--- config.mk ---
export PLATFORM = sky130hd
export DESIGN_NAME = load_use_stall
export DESIGN_NICKNAME = d
export VERILOG_FILES = /design/src/rtl/load_use_stall.sv
export SDC_FILE = /design/constraint.sdc
export NUM_CORES = 1
export LEC_CHECK = 0
export ABC_AREA = 1
export BUFFER_PORTS_ARGS = -buffer_cell sky130_fd_sc_hd__buf_2
export CAP_MARGIN = 20
export CORE_AREA = 2 2 39 41
export DETAILED_ROUTE_END_ITERATION = 10
export DIE_AREA = 0 0 41 43
export SYNTH_ARGS = -nofsm -noshare
export SYNTH_HDL_FRONTEND = slang
export SYNTH_SLANG_ARGS = --single-unit
--- constraint.sdc ---
create_clock -name clk -period 1.6 [get_ports clk]
set_clock_uncertainty 0.15 [all_clocks]
set_input_delay 0.08 -clock clk [delete_from_list [all_inputs] [get_ports clk]]
set_output_delay 0.08 -clock clk [all_outputs]
set_load 0.05 [all_outputs]
--- src/rtl/load_use_stall.sv ---
module load_use_stall #(
  parameter int RW = 5
) (
  input  logic          clk,
  input  logic          rst_n,
  input  logic          ex_is_load,
  input  logic [RW-1:0] ex_dst,
  input  logic [RW-1:0] id_src_a,
  input  logic [RW-1:0] id_src_b,
  output logic          pc_wr_en,
  output logic          id_latch_wr_en,
  output logic          ex_ctrl_clear
);
  localparam logic [RW-1:0] ZERO_REG = '0;

  logic dst_live, hit_a, hit_b, hazard, stall, stalled_q;

  assign dst_live = ex_is_load && (ex_dst != ZERO_REG);
  assign hit_a    = (ex_dst == id_src_a);
  assign hit_b    = (ex_dst == id_src_b);
  assign hazard   = dst_live && (hit_a || hit_b);
  assign stall    = hazard && !stalled_q;

  always_ff @(posedge clk or negedge rst_n) begin
    if (!rst_n) stalled_q <= 1'b0;
    else        stalled_q <= stall;
  end

  assign pc_wr_en       = !stall;
  assign id_latch_wr_en = !stall;
  assign ex_ctrl_clear  = stall;
endmodule

==> results.py <==
metrics = {
    "run_status": {
        "status": "complete, no violations",
    },
    "final_layout": {
        "area_growth_pct": 49.00,
        "largest-register": "stalled_q",
        "drive_gt1_share_pct": 35.21,
        "n_antenna_cell": 0,
        "nNetsFinal": 91,
        "mostFrequentLayoutCells": "buf_2 (20), nand2_1 (19), inv_1 (11), nor2_1 (8)",
        "final_common_cell": "buf_2",
        "largestRegisters": "stalled_q (1)",
        "largest_reg_flops": 1,
        "fin_area_sq_um": 372.9,
    },
    "drt": {
        "routed_wl_um": 603,
        "wl_per_cell_um": 6.931,
        "final_antenna_net_count": 0,
        "drt_iter0_drc": 6,
        "first_pass_iters": 3,
        "drc_errors": 0,
        "vias": 324,
        "vias_per_cell": 3.724,
    },
    "global_route": {
        "grt_overflow": 0,
        "grt_max_degree": 6,
        "gr-usage-all-layers_pct": 6.993,
        "grt_pass1_vias": 274,
        "antenna_found_initial": 0,
        "grt_pass1_wl_um": 910,
    },
    "floorplan": {
        "die_w_um": 41,
        "fp.dieH_um": 43,
        "num_rows": 14,
        "die-area_sq_um": 1763,
        "ios": 21,
        "design.core.area_sq_um": 1384,
        "initial_core_util_pct": 18.08,
    },
    "synthesis": {
        "mappedNetlistNets": 69,
        "yosysUniqueCellTypes": 13,
        "synth-seq-cells": 1,
        "ys_warn_count": 0,
        "synth_area_sq_um": 250.2,
        "avgSynthCellArea_sq_um": 4.907,
        "synthCells": 51,
        "yosysSeqAreaShare_pct": 10.00,
    },
    "sta": {
        "holdWs_ns": 0.2298,
        "tightest_slew_ns": 0.2507,
        "min_period_ns": 1.231,
        "max_freq_ghz": 0.8123,
        "setup_ws_ns": 0.3689,
        "fin_tns_setup_ns": 0,
        "maxSlewViolCount": 0,
        "slew_headroom_pct": 83.40,
        "fin_crit_sh_pct": 76.94,
        "setup_viol": 0,
        "rsz0062_at_grt": "no",
        "finalHoldViolations": 0,
    },
    "pwr": {
        "p_seq_share_pct": 24.7,
        "p_comb_share_pct": 75.3,
        "switching_share_pct": 42.33,
        "power_w": 0.0001086,
        "p_clk_share_pct": 0,
        "p_int_w": 0.00006261,
        "switchingPower_w": 0.00004596,
        "p_per_area_nw_per_um2": 291.2,
        "ir_worst_vdd_mv": 0.06553,
        "leakage_nw": 0.2509,
    },
    "critical_path": {
        "crit_arrival_ns": 1.00,
        "critPathMaxFanout": 5,
        "crit_path_start_kind": "input pin",
        "critPathRequiredTime_ns": 1.37,
        "endpoint_kind": "primary output",
        "path_class": "in -> out",
    },
    "clocking": {
        "clock_latency_ns": 0,
        "path_clk_slew_ns": 0,
        "cts_setup_buffers": 0,
    },
    "placement": {
        "pre_cts_ws_ns": 0.3498,
        "port_buffers": 20,
        "place_hpwl_um": 567.5,
        "place_area_sq_um": 362.8,
        "place.gp.congestion": 0.6631,
    },
    "hold_path": {
        "min_path_type": "in -> reg",
    },
    "job": {
        "drv_cap": 0,
    },
}
logic make-up (layout without fill, tap and decap cells):
kind of cell / Yosys count / after routing / share of synthesized area [%]
DFF: 1 / 1 / 9.998
AOI/OAI and AO/OA: 1 / 1 / 3.501
buffers and inverters: 14 / 34 / 22.50
and+or+nand+nor: 32 / 32 / 53.50
xor gates and xnor gates: 3 / 3 / 10.50
Yosys cell counts, drive strengths merged:
library cell	count	area [sq um]
dfrtp	1	25.02
xnor2	2	17.52
buf	1	7.510
nand4	1	6.260
xor2	1	8.760
nor2	9	36.29
nand3	3	20.02
nand2	19	71.32
inv	13	48.80
a21oi	1	8.760
area by class of cell:
cell class                      instances  area (sq um)
Inverter                               13         48.80
Multi-Input combinational cell         36         168.9
Fill cell                             173          1011
Timing Repair Buffer                   21         110.1
Tap cell                               16         20.02
Sequential cell                         1         25.02
metal layers:
| layer | GRT usage, % | up-vias | routed length (um) |
|---|---|---|---|
| met4 | 0 | 0 | 0 |
| met1 | 7.595 | 125 | 253 |
| met3 | 0 | 0 | 60 |
| met5 | 0 | - | 0 |
| li1 | - | 187 | - |
| met2 | 14.37 | 12 | 290 |
power groups by stage:
stage               combinational (W)  sequential [W]  clock, W
finish                      0.0000818       0.0000268         0
global placement            0.0000797       0.0000268         0
floorplan                   0.0000475       0.0000267         0
CTS                         0.0000832       0.0000268         0
detailed placement          0.0000812       0.0000268         0
global route                0.0000938       0.0000269         0
stage by stage:
step	utilization, %	instances
global route	26.94	87
detailed placement	26.22	86
CTS	26.94	87
finish	26.94	87
global placement	26.22	86
floorplan	-	51
worst max-delay path, cell delays in order:
cell     delay [ns]
buf_2          0.13
nor2_1         0.10
nor2_1         0.05
nor2_1         0.12
nand3_2        0.09
a21oi_2        0.15
buf_2          0.28
path summary, 6_finish.rpt:
check	from	to	slack, ns	depth (start not counted)
min	ex_is_load	stalled_q$_DFF_PN0_	0.23	3
max reg2reg	stalled_q$_DFF_PN0_	stalled_q$_DFF_PN0_	0.74	3
max	ex_dst[0]	ex_ctrl_clear	0.37	7
min reg2reg	stalled_q$_DFF_PN0_	stalled_q$_DFF_PN0_	0.39	3
min in group asynchronous	rst_n	stalled_q$_DFF_PN0_	0.24	2
max in group asynchronous	rst_n	stalled_q$_DFF_PN0_	0.97	2
repair_timing:
| item | 4_1_cts | 5_1_grt |
|---|---|---|
| resized for setup | 0 | 0 |
| endpoints found under the hold margin | 1 | 0 |
| hold buffers | 1 | 0 |
(Power assumes the default switching activity.)
